<file path="config.mk">
export PLATFORM = sky130hd
export DESIGN_NAME = adc_regfront
export DESIGN_NICKNAME = d
export VERILOG_FILES = /design/src/rtl/adc_rf_pkg.sv /design/src/rtl/adc_rf_conv.sv /design/src/rtl/adc_rf_stat.sv /design/src/rtl/adc_regfront.sv
export SDC_FILE = /design/constraint.sdc
export NUM_CORES = 1
export LEC_CHECK = 0
export ABC_AREA = 0
export ABC_CLOCK_PERIOD_IN_PS = 4900
export CAP_MARGIN = 10
export CORE_UTILIZATION = 30
export CTS_CLUSTER_DIAMETER = 60
export DETAILED_ROUTE_END_ITERATION = 6
export DONT_BUFFER_PORTS = 1
export SLEW_MARGIN = 25
export SYNTH_ARGS = -nofsm -noshare
export SYNTH_HDL_FRONTEND = slang
export SYNTH_HIERARCHICAL = 1
export SYNTH_SLANG_ARGS = --single-unit
</file>
<file path="constraint.sdc">
create_clock -name clk -period 4.9 [get_ports clk]
set_clock_uncertainty 0.1 [all_clocks]
set_input_delay 0.735 -clock clk [delete_from_list [all_inputs] [get_ports clk]]
set_output_delay 0.735 -clock clk [all_outputs]
set_load 0.1 [all_outputs]
</file>
<file path="src/rtl/adc_rf_pkg.sv">
package adc_rf_pkg;
  // register byte offsets (software-visible map)
  localparam int OFS_EN   = 'h00;
  localparam int OFS_CFG  = 'h04;
  localparam int OFS_MASK = 'h08;
  localparam int OFS_STAT = 'h0C;
  localparam int OFS_BDAT = 'h1C;
  localparam int OFS_ADAT = 'h20;

  // engine indices: start bit and status bit positions
  localparam int ENG_AUX = 0;
  localparam int ENG_BAT = 1;
  localparam int ENG_TCH = 2;
  localparam int NUM_ENG = 3;

  localparam int PD_BIT = 7;

  // event-driven status bits
  localparam int NUM_EVT = 4;
  localparam int STAT_W  = 8;
  localparam int EVT_POS [NUM_EVT] = '{3, 4, 5, 7};

  // config select code for the second auxiliary input
  localparam logic [1:0] AUXSEL_B = 2'b10;
endpackage

</file>
<file path="src/rtl/adc_rf_conv.sv">
module adc_rf_conv #(
  parameter int N_ENG = 3,
  parameter int LAT   = 8
) (
  input  logic             clk,
  input  logic             rst,
  input  logic [N_ENG-1:0] start_i,
  output logic [N_ENG-1:0] done_o
);
  localparam int CW = $clog2(LAT + 1);

  for (genvar g = 0; g < N_ENG; g++) begin : g_eng
    logic [CW-1:0] cnt;
    always_ff @(posedge clk) begin
      if (rst)                          cnt <= '0;
      else if (!start_i[g] || done_o[g]) cnt <= '0;
      else                              cnt <= cnt + 1'b1;
    end
    // completion handshake: last busy cycle of this engine
    assign done_o[g] = start_i[g] && (cnt == CW'(LAT - 1));
  end
endmodule

</file>
<file path="src/rtl/adc_rf_stat.sv">
module adc_rf_stat #(
  parameter int W = 8
) (
  input  logic         clk,
  input  logic         rst,
  input  logic [W-1:0] set_i,
  input  logic         clr_wr_i,
  input  logic         mask_wr_i,
  input  logic [W-1:0] wdata_i,
  output logic [W-1:0] status_o,
  output logic [W-1:0] mask_o,
  output logic         irq_o
);
  logic [W-1:0] clr_bits;

  assign clr_bits = clr_wr_i ? wdata_i : '0;

  always_ff @(posedge clk) begin
    if (rst) begin
      status_o <= '0;
      mask_o   <= '1;
      irq_o    <= 1'b0;
    end else begin
      // a new event outranks a simultaneous clear
      status_o <= (status_o & ~clr_bits) | set_i;
      if (mask_wr_i) mask_o <= wdata_i;
      irq_o    <= |(status_o & ~mask_o);
    end
  end
endmodule

</file>
<file path="src/rtl/adc_regfront.sv">
module adc_regfront
  import adc_rf_pkg::*;
#(
  parameter int ADDR_W   = 6,
  parameter int DATA_W   = 32,
  parameter int RES_W    = 12,
  parameter int CONV_LAT = 8
) (
  input  logic              clk,
  input  logic              rst,
  input  logic              bus_wr_i,
  input  logic              bus_rd_i,
  input  logic [ADDR_W-1:0] bus_addr_i,
  input  logic [DATA_W-1:0] bus_wdata_i,
  output logic [DATA_W-1:0] bus_rdata_o,
  input  logic [RES_W-1:0]  aux_a_i,
  input  logic [RES_W-1:0]  aux_b_i,
  input  logic [RES_W-1:0]  bat_i,
  input  logic [NUM_EVT-1:0] evt_i,
  output logic              irq_o
);
  localparam int PAD_W = DATA_W - RES_W;

  logic               en_wr, cfg_wr, mask_wr, stat_wr;
  logic [NUM_ENG-1:0] start_q, start_nx, conv_done, eff_done;
  logic               pd_q, pd_nx;
  logic [DATA_W-1:0]  cfg_q;
  logic [RES_W-1:0]   adat_q, bdat_q;
  logic [STAT_W-1:0]  stat_set, stat_q, mask_q;
  logic [DATA_W-1:0]  en_view;

  // address decode
  assign en_wr   = bus_wr_i && (bus_addr_i == ADDR_W'(OFS_EN));
  assign cfg_wr  = bus_wr_i && (bus_addr_i == ADDR_W'(OFS_CFG));
  assign mask_wr = bus_wr_i && (bus_addr_i == ADDR_W'(OFS_MASK));
  assign stat_wr = bus_wr_i && (bus_addr_i == ADDR_W'(OFS_STAT));

  // start bits: software write, hardware clear on completion, power-down abort
  always_comb begin
    pd_nx    = en_wr ? bus_wdata_i[PD_BIT] : pd_q;
    start_nx = en_wr ? bus_wdata_i[NUM_ENG-1:0] : (start_q & ~conv_done);
    if (pd_nx) start_nx = '0;
    eff_done = pd_nx ? '0 : conv_done;
  end

  always_ff @(posedge clk) begin
    if (rst) begin
      start_q <= '0;
      pd_q    <= 1'b0;
      cfg_q   <= '0;
    end else begin
      start_q <= start_nx;
      pd_q    <= pd_nx;
      if (cfg_wr) cfg_q <= bus_wdata_i;
    end
  end

  adc_rf_conv #(.N_ENG(NUM_ENG), .LAT(CONV_LAT)) conv_i (
    .clk     (clk),
    .rst     (rst),
    .start_i (start_q),
    .done_o  (conv_done)
  );

  // result capture
  always_ff @(posedge clk) begin
    if (rst) begin
      adat_q <= '0;
      bdat_q <= '0;
    end else begin
      if (eff_done[ENG_AUX])
        adat_q <= (cfg_q[1:0] == AUXSEL_B) ? aux_b_i : aux_a_i;
      if (eff_done[ENG_BAT])
        bdat_q <= bat_i;
    end
  end

  // status sources
  always_comb begin
    stat_set = '0;
    stat_set[NUM_ENG-1:0] = eff_done;
    for (int k = 0; k < NUM_EVT; k++)
      stat_set[EVT_POS[k]] = evt_i[k];
  end

  adc_rf_stat #(.W(STAT_W)) stat_i (
    .clk       (clk),
    .rst       (rst),
    .set_i     (stat_set),
    .clr_wr_i  (stat_wr),
    .mask_wr_i (mask_wr),
    .wdata_i   (bus_wdata_i[STAT_W-1:0]),
    .status_o  (stat_q),
    .mask_o    (mask_q),
    .irq_o     (irq_o)
  );

  // read path
  always_comb begin
    en_view = '0;
    en_view[NUM_ENG-1:0] = start_q;
    en_view[PD_BIT] = pd_q;
  end

  always_ff @(posedge clk) begin
    if (rst) begin
      bus_rdata_o <= '0;
    end else if (bus_rd_i) begin
      case (bus_addr_i)
        ADDR_W'(OFS_EN):   bus_rdata_o <= en_view;
        ADDR_W'(OFS_CFG):  bus_rdata_o <= cfg_q;
        ADDR_W'(OFS_MASK): bus_rdata_o <= DATA_W'(mask_q);
        ADDR_W'(OFS_STAT): bus_rdata_o <= DATA_W'(stat_q);
        ADDR_W'(OFS_BDAT): bus_rdata_o <= {{PAD_W{1'b0}}, bdat_q};
        ADDR_W'(OFS_ADAT): bus_rdata_o <= {{PAD_W{1'b0}}, adat_q};
        default:           bus_rdata_o <= '0;
      endcase
    end
  end
endmodule

</file>
Yosys cells after proc, flatten, opt, wreduce, memory -nomap -nowiden
Cells that the tools add are included.
{"block": "classes", "n_eq_ne": 9, "reduce_logical": 19, "n_mux": 6, "add_sub_neg": 3, "bitwise_logic": 7}
{"cell": "32-bit case mux with 6 select lines", "count": 1}
{"cell": "8-bit AND", "count": 2}
{"cell": "8-bit inverter", "count": 2}
{"cell": "4-bit by 1-bit adder with 4-bit output (second input constant)", "count": 3}
{"cell": "4-bit by 3-bit equality test with 1-bit output (second input constant)", "count": 3}
{"cell": "6-bit by 4-bit equality test with 1-bit output (second input constant)", "count": 2}
{"cell": "12-bit two-way mux", "count": 1}
{"cell": "8-bit two-way mux", "count": 1}
{"cell": "8-bit OR", "count": 1}
{"cell": "2-bit OR reduction", "count": 4}
{"cell": "8-bit OR reduction", "count": 1}
{"cell": "1-bit logical AND", "count": 7}
{"cell": "6-bit by 3-bit equality test with 1-bit output (second input constant)", "count": 1}
{"cell": "6-bit by 5-bit equality test with 1-bit output (second input constant)", "count": 1}
{"cell": "6-bit equality test (second input constant)", "count": 1}
{"cell": "6-bit logical NOT", "count": 1}
{"cell": "3-bit two-way mux", "count": 2}
{"cell": "3-bit AND", "count": 1}
{"cell": "1-bit logical NOT", "count": 3}
{"cell": "1-bit logical OR", "count": 3}
{"cell": "3-bit inverter", "count": 1}
{"cell": "2-bit equality test (second input constant)", "count": 1}
{"cell": "1-bit two-way mux", "count": 1}
{"block": "totals", "out_inout_bits": 33, "ff_bits": 121, "in_bits": 82}

Longest topological paths before layout
Gate-level depths: netlist of the first run.
{"block": "depth", "depth_word": 6, "ltp_mapped": 9}

Modules after synthesis
The synthesis of the first run kept the hierarchy.
{"module": "adc_regfront", "cells_each": 479, "instances": 1, "seq_area_each_um2": 1841.8, "area_each_um2": 4015.1}
{"module": "adc_rf_stat", "cells_each": 73, "instances": 1, "seq_area_each_um2": 340.3, "area_each_um2": 638.1}
{"module": "adc_rf_conv", "cells_each": 51, "instances": 1, "seq_area_each_um2": 240.2, "area_each_um2": 500.5}

Least setup slack after synthesis of the first run
Ideal clock, no wire load.
{"block": "synth_path", "path_kind": "input to register", "start": "input bus_addr_i[4]", "end": "register stat_i.mask_o[0]", "stages": 7, "t_arrival_ps": 2253, "path_slack_ps": 2421, "setup_time_ps": 127, "cell_sequence": "buf_2 -> or4_1 -> buf_2 -> nor3b_4 -> and2_1 -> buf_2 -> o211ai_1"}
{"block": "synth_between", "elab_chain_cells": 2}
{"element": "start, declared", "line_no": "adc_regfront.sv:13", "text": "input logic [ADDR_W-1:0] bus_addr_i,"}
{"element": "6-bit by 4-bit equality test with 1-bit output", "line_no": "adc_regfront.sv:35", "text": "assign mask_wr = bus_wr_i && (bus_addr_i == ADDR_W'(OFS_MASK));"}
{"element": "1-bit logical AND", "line_no": "adc_regfront.sv:35"}
{"element": "via mask_wr", "line_no": "adc_regfront.sv:24", "text": "logic en_wr, cfg_wr, mask_wr, stat_wr;"}
{"element": "end signal, assigned", "line_no": "adc_rf_stat.sv:26", "text": "if (mask_wr_i) mask_o <= wdata_i;"}
{"element": "end, declared", "line_no": "adc_rf_stat.sv:11", "text": "output logic [W-1:0] mask_o,"}
The timed path passes the listed nets, and every way through them passes these cells.
A chain may end at the register's enable or synchronous reset.

Worst setup path after layout of the first run
{"block": "layout_path", "start": "input bus_addr_i[1]", "end": "register stat_i.mask_o[6]"}
Same word-level chain as after synthesis.

==> results of run 1 <==
-- per-stage QoR --
| step | power [mW] | setup WS [ns] |
|---|---|---|
| after floorplan | 1.08 | 2.42 |
| after global placement | 1.07 | 2.13 |
| after detailed placement | 1.07 | 2.13 |
| after CTS | 2.59 | 2.58 |
| after global routing | 2.65 | 2.48 |
| final | 2.56 | 2.55 |
-- cells in the mapped netlist (3+ instances only) --
master    count  area [um2]
a21oi_1      78         390
a221oi_1      4        35.0
a222oi_1      7        70.1
a22oi_1      14         105
a311oi_1      3        26.3
and2_1        8        50.1
buf_2        15        75.1
clkbuf_1     23        86.3
dfxtp_1     121        2420
ha_1          3        37.5
inv_1        11        41.3
mux2_2        4        45.0
mux2i_1      27         270
nand2_1     120         450
nand2b_1     22         138
nand3_1      26         130
nand3b_1      3        22.5
nor2_1       22        82.6
nor2_2        3        18.8
nor2b_1       5        31.3
nor3_1        5        25.0
nor3b_1       3        22.5
o211ai_1      5        37.5
o21ai_0      17        85.1
o21ai_1       3        15.0
o21ai_2       3        26.3
or3_1        12        75.1
xor2_1        6        52.6
-- placed cells by master, fill, tap and decap left out, types with 6 or more instances in the layout --
| cell | instances |
|---|---|
| dfxtp_1 | 121 |
| nand2_1 | 120 |
| a21oi_1 | 78 |
| mux2i_1 | 27 |
| nand3_1 | 26 |
| nor2_1 | 22 |
| nand2b_1 | 22 |
| o21ai_0 | 17 |
| clkbuf_16 | 17 |
| a22oi_1 | 14 |
| or3_1 | 12 |
| inv_1 | 11 |
| and2_1 | 9 |
| a222oi_1 | 7 |
| bufinv_16 | 7 |
| xor2_1 | 6 |
-- sequential cells by signal (all words and copies together) (netlist names) --
| signal | flops |
|---|---|
| stat_i/irq_o | 1 |
| bus_rdata_o | 32 |
| pd_q | 1 |
| cfg_q | 32 |
| bdat_q | 12 |
| stat_i/mask_o | 8 |
| conv_i/g_eng.cnt | 12 |
| adat_q | 12 |
| stat_i/status_o | 8 |
| start_q | 3 |
-- logic make-up (layout without fill, tap and decap cells) --
family | after synthesis | count (layout) | share of synthesized area
AND/OR/NAND/NOR | 241 | 241 | 0.228
multiplexers | 31 | 31 | 0.0612
adder cells (fa/ha/maj) | 3 | 3 | 0.00728
buffers and inverters | 55 | 49 | 0.0466
XOR/XNOR | 6 | 6 | 0.0102
other | 1 | 1 | 0.000728
AO/OA/AOI/OAI | 145 | 145 | 0.176
flip-flops | 121 | 121 | 0.470
-- power by group --
group          switching, mW  total [mW]  internal, mW
combinational         0.0236      0.0423        0.0187
sequential            0.0184        1.01         0.990
clock                  0.473        1.51          1.04
total                  0.515        2.56          2.05
-- layout make-up --
class / count / share of cell area
multi-input combinational: 427 / 0.417
inverter: 13 / 0.00815
sequential: 121 / 0.404
tap: 220 / 0.0460
timing repair buffer: 4 / 0.00501
clock inverter: 13 / 0.0435
clock buffer: 19 / 0.0756
-- worst paths after layout --
path                                     start                                 to  slack (ns)  cells after the start
max                              bus_addr_i[1]      stat_i/mask_o[6]$_SDFFE_PP1P_        2.55                      5
min                                        rst       bus_rdata_o[27]$_SDFFE_PP0P_        0.30                      1
max reg2reg  conv_i/g_eng[1].cnt[0]$_SDFF_PP0_             bdat_q[4]$_SDFFE_PP0P_        2.63                      6
min reg2reg  conv_i/g_eng[1].cnt[0]$_SDFF_PP0_  conv_i/g_eng[1].cnt[0]$_SDFF_PP0_        0.35                      1
-- metal layers --
layer / track usage / up-vias
met5: 0 / -
met4: 0.0670 / 0
met3: 0.0632 / 18
met2: 0.252 / 105
met1: 0.204 / 1893
li1: - / 2055
==> flow_metrics.env, run 1 <==
export IMPL_relSlewSlack=0.291
export IMPL_via_per_inst=4.98
export IMPL_core_area_um2=16700
export IMPL_die_area_um2=17700
export IMPL_ant_nets=0
export IMPL_grt_first_pass_wirelength_mm=22.1
export IMPL_antenna_cells=0
export IMPL_hold_viol_final=0
export IMPL_hold_buffers=0
export IMPL_die_y_um=133
export IMPL_p_per_area_nw_per_um2=428
export IMPL_placed_cell_area_um2=5270
export IMPL_cp_start_kind="input pin"
export IMPL_cts_sinks=121
export IMPL_finalNonFillerCells=817
export IMPL_fin_hold_ws_ns=0.304
export IMPL_grt_setup_unrepaired="no"
export IMPL_worst_slew_pin_slew_ns=1.06
export IMPL_wl_per_cell_um=16.9
export IMPL_crit_arrival_ns=2.56
export IMPL_crit_type="in2reg"
export IMPL_top_layer_used="met4"
export IMPL_grtUsageTotal=0.164
export IMPL_antenna_found_initial=0
export IMPL_min_path_type="in2reg"
export IMPL_globalplace_congestion=0.792
export IMPL_clkLatencyLatePin_ns=0.42
export IMPL_layout_nets=669
export IMPL_dp_cells=785
export IMPL_crit_required_ns=5.11
export IMPL_cts_resized=0
export IMPL_synth_seq_cells=121
export IMPL_yosysSeqAreaShare=0.470
export IMPL_hpwl_mm=9.24
export IMPL_multi_input_area_um2=2500
export IMPL_utilization=0.359
export IMPL_tritoncts="built"
export IMPL_die_x_um=133
export IMPL_p_leak_nw=1.94
export IMPL_final_area_um2=5990
export IMPL_timing_final_max_slew_violations=0
export IMPL_overflow=0
export IMPL_max_freq_mhz=426
export IMPL_async_flop_share=0
export IMPL_synth_main_ff_cell="dfxtp_1"
export IMPL_fillers=1746
export IMPL_crit_buf_inv=0
export IMPL_syn_avg_cell_area_um2=8.55
export IMPL_path_cells="or4_1 -> nor3b_4 -> and2_1 -> mux2i_1 -> nand2_1"
export IMPL_synthToLayoutAreaGrowth_pct=16.2
export IMPL_ys_warn_count=6
export IMPL_ir_drop_uv=244
export IMPL_fin_crit_ns=2.35
export IMPL_cpPeakStageDelay_ns=0.67
export IMPL_synthCells=603
export IMPL_endpoint_kind="register"
export IMPL_syn_num_nets=688
export IMPL_start_util=0.309
export IMPL_vias=4071
export IMPL_drt_iter0_drc=276
export IMPL_row_count=47
export IMPL_synth_edff_count=0
export IMPL_cpMaxStageDelayCell="or4_1"
export IMPL_cts_buffers=17
export IMPL_wl_met2_mm=6.40
export IMPL_clockBufferDepth=2
export IMPL_synthDistinctLibCells=53
export IMPL_drive_gt1_frac=0.102
export IMPL_grt_max_degree=87
export IMPL_crit_family="simple AND/OR/NAND/NOR gates"
export IMPL_maxCapViolCount=0
export IMPL_grt_pass1_vias=3950
export IMPL_htreeDepth=4
export IMPL_clockRootBuffer="clkbuf_16"
export IMPL_fin_setup_tns_ns=0
export IMPL_port_buffers=0
export IMPL_io_pins=115
export IMPL_clk_pin_slew_worst_paths_ns=0.06
export IMPL_cts_setup_buffers=0
export IMPL_finalCritPeriodShare=0.479
export IMPL_status="completed"
export IMPL_drt_met1_wl_mm=6.26
export IMPL_first_pass_iters=4
export IMPL_setup_viol_count_final=0
export IMPL_routed_wl_mm=13.8
export IMPL_met3_length_um=870
export IMPL_drc_errors=0
export IMPL_crit_fanout=13
export IMPL_seq_area_um2=2420
export IMPL_synth_area_um2=5150
Note: power is estimated with default switching activity, not from simulation.
==> inputs of run 2 (changes only) <==
- ABC_AREA: 0 -> 1
- ABC_CLOCK_PERIOD_IN_PS: 4900 -> 2100
- clock period: 4.9 -> 2.1 ns (I/O delays scaled with it)
==> run 2 against run 1 <==
Synthesized cell count grew 27%. Critical path depth grew 1. Wire length grew 9.8%. Area after synthesis grew 4.5%. Total power grew 140%. Critical path type unchanged.
==> flow_metrics.env, run 2 <==
export IMPL_final_cell_mix="nand2_1, nor2_1, dfxtp_1, inv_1, o21ai_0"
export IMPL_min_path_type="in2reg"
export IMPL_crit_fanout=13
export IMPL_synthToLayoutAreaGrowth_pct=30.7
export IMPL_cp_start_kind="input pin"
export IMPL_first_pass_iters=4
export IMPL_seq_area_um2=2420
export IMPL_fin_crit_ns=1.79
export IMPL_syn_avg_cell_area_um2=7.04
export IMPL_antenna_found_initial=0
export IMPL_mostFrequentLayoutCell="nand2_1"
export IMPL_yosys_area_top_type_share=0.450
export IMPL_worst_slew_pin_slew_ns=0.676
export IMPL_ys_warn_count=6
export IMPL_row_count=48
export IMPL_timing_final_max_slew_violations=0
export IMPL_p_per_area_nw_per_um2=857
export IMPL_top_regs="bus_rdata_o: 32 flops, cfg_q: 32 flops"
export IMPL_async_flop_share=0
export IMPL_drc_errors=0
export IMPL_synth_area_um2=5380
export IMPL_antenna_cells=0
export IMPL_clockBufferDepth=2
export IMPL_tritoncts="built"
export IMPL_synthDistinctLibCells=31
export IMPL_grtUsageTotal=0.170
export IMPL_io_pins=115
export IMPL_htreeDepth=4
export IMPL_ant_nets=0
export IMPL_setup_viol_count_final=0
export IMPL_cts_resized=0
export IMPL_hpwl_mm=10.1
export IMPL_synthTopCellsByCount="nand2_1, nor2_1, dfxtp_1"
export IMPL_status="completed"
export IMPL_yosysSeqAreaShare=0.450
export IMPL_synth_area_leader_cell="dfxtp_1"
export IMPL_cts_buffers=17
export IMPL_synth_top_cells_by_area="dfxtp_1, nand2_1, nor2_1"
export IMPL_cts_setup_buffers=0
export IMPL_ir_drop_uv=559
export IMPL_grt_first_pass_wirelength_mm=23.8
export IMPL_start_util=0.309
export IMPL_die_y_um=136
export IMPL_vias=5029
export IMPL_grt_setup_unrepaired="no"
export IMPL_synth_main_ff_cell="dfxtp_1"
export IMPL_crit_arrival_ns=2.05
export IMPL_synth_seq_cells=121
export IMPL_multi_input_area_um2=2410
export IMPL_endpoint_kind="register"
export IMPL_crit_required_ns=2.36
export IMPL_globalplace_congestion=0.827
export IMPL_hold_depth=2
export IMPL_fillers=1807
export IMPL_core_area_um2=17400
export IMPL_p_leak_nw=3.16
export IMPL_max_freq_mhz=557
export IMPL_grt_pass1_vias=4642
export IMPL_reg2reg_depth=7
export IMPL_hold_viol_final=0
export IMPL_die_area_um2=18500
export IMPL_fin_hold_ws_ns=0.0136
export IMPL_drive_gt1_frac=0.122
export IMPL_clk_pin_slew_worst_paths_ns=0.05
export IMPL_wl_per_cell_um=13.9
export IMPL_syn_num_nets=850
export IMPL_synth_most_common_cell="nand2_1"
export IMPL_fin_setup_tns_ns=0
export IMPL_port_buffers=0
export IMPL_cts_sinks=121
export IMPL_synthCells=765
export IMPL_drt_iter0_drc=351
export IMPL_overflow=0
export IMPL_die_x_um=136
export IMPL_dp_slack_ns=0.193
export IMPL_grt_max_degree=82
export IMPL_routed_wl_mm=15.1
export IMPL_synth_edff_count=0
export IMPL_via_per_inst=4.63
export IMPL_maxCapViolCount=0
export IMPL_finalCritPeriodShare=0.855
export IMPL_crit_type="in2reg"
export IMPL_clockRootBuffer="clkbuf_16"
export IMPL_clkLatencyLatePin_ns=0.42
export IMPL_finalWorstSetupSlack_ns=0.305
export IMPL_layout_nets=934
export IMPL_relSlewSlack=0.549
run 2: cell count changes in the layout (fill, tap and decap cells not counted), moves of 22 or more:
cell           change
nand2b_1          -22
nand2_1           +25
a21oi_1           -26
dlygate4sd3_1     +52
mux2i_1           -27
o21ai_0           +49
nor2_1           +117
inv_1             +76
buf_4             +41
run 2: worst paths after layout:
kind                                startpoint                            to  slack (ns)
min reg2reg             cfg_q[15]$_SDFFE_PP0P_  bus_rdata_o[15]$_SDFFE_PP0P_        0.36
max                              bus_addr_i[1]   bus_rdata_o[9]$_SDFFE_PP0P_        0.31
max reg2reg  conv_i/g_eng[1].cnt[0]$_SDFF_PP0_        bdat_q[6]$_SDFFE_PP0P_        0.44
min                                   bus_rd_i  bus_rdata_o[28]$_SDFFE_PP0P_        0.01
run 2: layer usage:
layer	global-route usage	routed length [um]
met5	0	0
met3	0.0526	953
met1	0.225	7070
met2	0.257	6800
met4	0.0642	305
run 2: area by class of cell:
class,instances,area share
sequential,121,0.344
multi-input combinational,516,0.343
timing repair buffer,101,0.131
clock buffer,26,0.0738
inverter,92,0.0491
tap,225,0.0400
clock inverter,6,0.0188
run 2: cell families (layout without fill, tap and decap cells):
| family | after synthesis | in the layout | share of synthesized area |
|---|---|---|---|
| buf+inv | 128 | 225 | 0.102 |
| fa+ha+maj | 3 | 3 | 0.00697 |
| xor+xnor | 3 | 3 | 0.00488 |
| other cells | 1 | 1 | 0.000697 |
| flops | 121 | 121 | 0.450 |
| compound gates | 146 | 146 | 0.144 |
| simple gates | 363 | 363 | 0.292 |
run 2: what timing repair did:
| item | in CTS | in global routing |
|---|---|---|
| hold buffers | 54 | 0 |
| hold endpoints to repair | 95 | 0 |
| endpoints found under the setup margin | 0 | 0 |
run 2: worst max-delay path, cell delays in order:
cell and delay, ns:
nor2_4 0.27, nand3_1 0.35, o21ai_0 0.31, o21ai_0 0.11, a21oi_1 0.13, dlygate4sd3_1 0.57
run 2: metrics by stage:
stage,total power [mW],instances,util,cell area (um2)
detailed placement,2.77,1001,0.335,5840
CTS,6.09,1087,0.404,7040
global placement,2.77,1001,0.335,5840
finish,6.03,1087,0.404,7040
floorplan,2.71,765,-,5380
global route,6.22,1087,0.404,7040
run 2: where the power goes:
| group | switching [mW] | internal, mW |
|---|---|---|
| Clock | 1.02 | 2.17 |
| Combinational | 0.331 | 0.152 |
| Sequential | 0.0195 | 2.33 |
| Total | 1.37 | 4.66 |
==> inputs of run 3 (changes only) <==
- ABC_AREA: 1 -> unset
- CTS_BUF_LIST: unset -> sky130_fd_sc_hd__clkbuf_16
- CTS_CLUSTER_SIZE: unset -> 20
==> run 3 against run 2 <==
Non-clock buffer count up 5. Final cell count fell by 15%. Sequential power barely moved. Via count shrank 10%. Hold slack improved by 0.024 ns. Critical path depth up 1. Critical endpoint is now adat_q[3]$_SDFFE_PP0P_. Largest cell class is now multi-input combinational cells.
==> flow_metrics.env, run 3 (synthesis results as in run 1) <==
export IMPL_io_pins=115
export IMPL_timing_final_max_slew_violations=0
export IMPL_grt_max_degree=84
export IMPL_synthToLayoutAreaGrowth_pct=33.2
export IMPL_die_x_um=133
export IMPL_min_path_type="in2reg"
export IMPL_p_leak_nw=2.40
export IMPL_crit_required_ns=2.34
export IMPL_crit_arrival_ns=2.15
export IMPL_routed_wl_mm=14.9
export IMPL_antenna_cells=0
export IMPL_ant_nets=0
export IMPL_worst_slew_pin_slew_ns=0.520
export IMPL_top_regs="bus_rdata_o: 32 flops, cfg_q: 32 flops"
export IMPL_p_per_area_nw_per_um2=821
export IMPL_grtUsageTotal=0.173
export IMPL_cts_buffers=17
export IMPL_mostFrequentLayoutCell="dfxtp_1"
export IMPL_port_buffers=0
export IMPL_clockRootBuffer="clkbuf_16"
export IMPL_hpwl_mm=9.46
export IMPL_hold_viol_final=0
export IMPL_die_y_um=133
export IMPL_via_per_inst=4.91
export IMPL_finalCritPeriodShare=0.908
export IMPL_tritoncts="built"
export IMPL_drt_iter0_drc=227
export IMPL_grt_setup_unrepaired="no"
export IMPL_dp_slack_ns=0.0768
export IMPL_ir_drop_uv=539
export IMPL_crit_type="reg2reg"
export IMPL_setup_viol_count_final=0
export IMPL_overflow=0
export IMPL_status="completed"
export IMPL_wl_per_cell_um=16.2
export IMPL_crit_fanout=25
export IMPL_grt_pass1_vias=4343
export IMPL_row_count=47
export IMPL_drive_gt1_frac=0.155
export IMPL_drc_errors=0
export IMPL_start_util=0.309
export IMPL_die_area_um2=17700
export IMPL_fin_setup_tns_ns=0
export IMPL_endpoint_kind="register"
export IMPL_max_freq_mhz=524
export IMPL_cp_start_kind="register"
export IMPL_relSlewSlack=0.654
export IMPL_antenna_found_initial=0
export IMPL_final_cell_mix="dfxtp_1, nand2_1, a21oi_1, dlygate4sd3_1, buf_4"
export IMPL_core_area_um2=16700
export IMPL_clockBufferDepth=2
export IMPL_finalWorstSetupSlack_ns=0.193
export IMPL_layout_nets=771
export IMPL_grt_first_pass_wirelength_mm=23.5
export IMPL_fin_crit_ns=1.91
export IMPL_htreeDepth=4
export IMPL_clkLatencyLatePin_ns=0.42
export IMPL_cts_sinks=121
export IMPL_globalplace_congestion=0.788
export IMPL_vias=4516
export IMPL_cts_setup_buffers=0
export IMPL_first_pass_iters=5
export IMPL_clk_pin_slew_worst_paths_ns=0.05
export IMPL_maxCapViolCount=0
run 3: per-layer routing:
| metal | track usage | share of wire | vias up |
|---|---|---|---|
| li1 | - | - | 2257 |
| met3 | 0.0506 | 0.052 | 19 |
| met5 | 0 | 0 | - |
| met2 | 0.287 | 0.48 | 124 |
| met1 | 0.208 | 0.45 | 2116 |
| met4 | 0.0702 | 0.017 | 0 |
run 3: metrics by stage:
step	cell area (um2)	total power, mW	cells	hold slack (ns)	util
after floorplan	5150	2.51	603	0.318	-
after global placement	5700	2.52	835	0.299	0.341
after detailed placement	5700	2.52	835	0.300	0.341
after CTS	6850	5.69	919	0.0220	0.410
after global routing	6870	5.81	919	0.0278	0.411
final	6870	5.63	919	0.0372	0.411
run 3: repair_timing:
action                                 in CTS  in global routing
gates resized for setup                     0                  2
endpoints found under the hold margin     108                  0
hold buffers                               52                  0
setup endpoints to repair                   0                 12
run 3: area by class of cell:
cell class / count / area [um2]
inverters: 13 / 48.8
well taps: 220 / 275
multi-input cells: 427 / 2510
flip-flops and latches: 121 / 2420
repair buffers: 106 / 1000
clock inverters: 15 / 183
fillers: 1684 / 9840
clock buffers: 17 / 425
run 3: worst max-delay path, cell delays in order (launching register included):
cell     delay, ns
dfxtp_1       0.35
ha_1          0.19
nand2_1       0.10
nor3b_2       0.22
inv_1         0.07
a31o_4        0.29
or3_1         0.37
a21oi_1       0.14
run 3: final timing paths:
kind	cells after the start	slack [ns]	from	to
worst max register to register	7	0.19	conv_i/g_eng[0].cnt[0]$_SDFF_PP0_	adat_q[3]$_SDFFE_PP0P_
worst max-delay path	7	0.19	conv_i/g_eng[0].cnt[0]$_SDFF_PP0_	adat_q[3]$_SDFFE_PP0P_
worst min register to register	1	0.35	conv_i/g_eng[1].cnt[0]$_SDFF_PP0_	conv_i/g_eng[1].cnt[0]$_SDFF_PP0_
worst min-delay path	2	0.04	bus_wdata_i[1]	start_q[1]$_SDFF_PP0_
run 3: report_power, final:
group	internal (mW)	total, mW	switching, mW	leakage, nW
registers	2.31	2.32	0.0115	0.977
clock network	1.96	3.04	1.07	0.287
logic	0.125	0.276	0.151	1.14
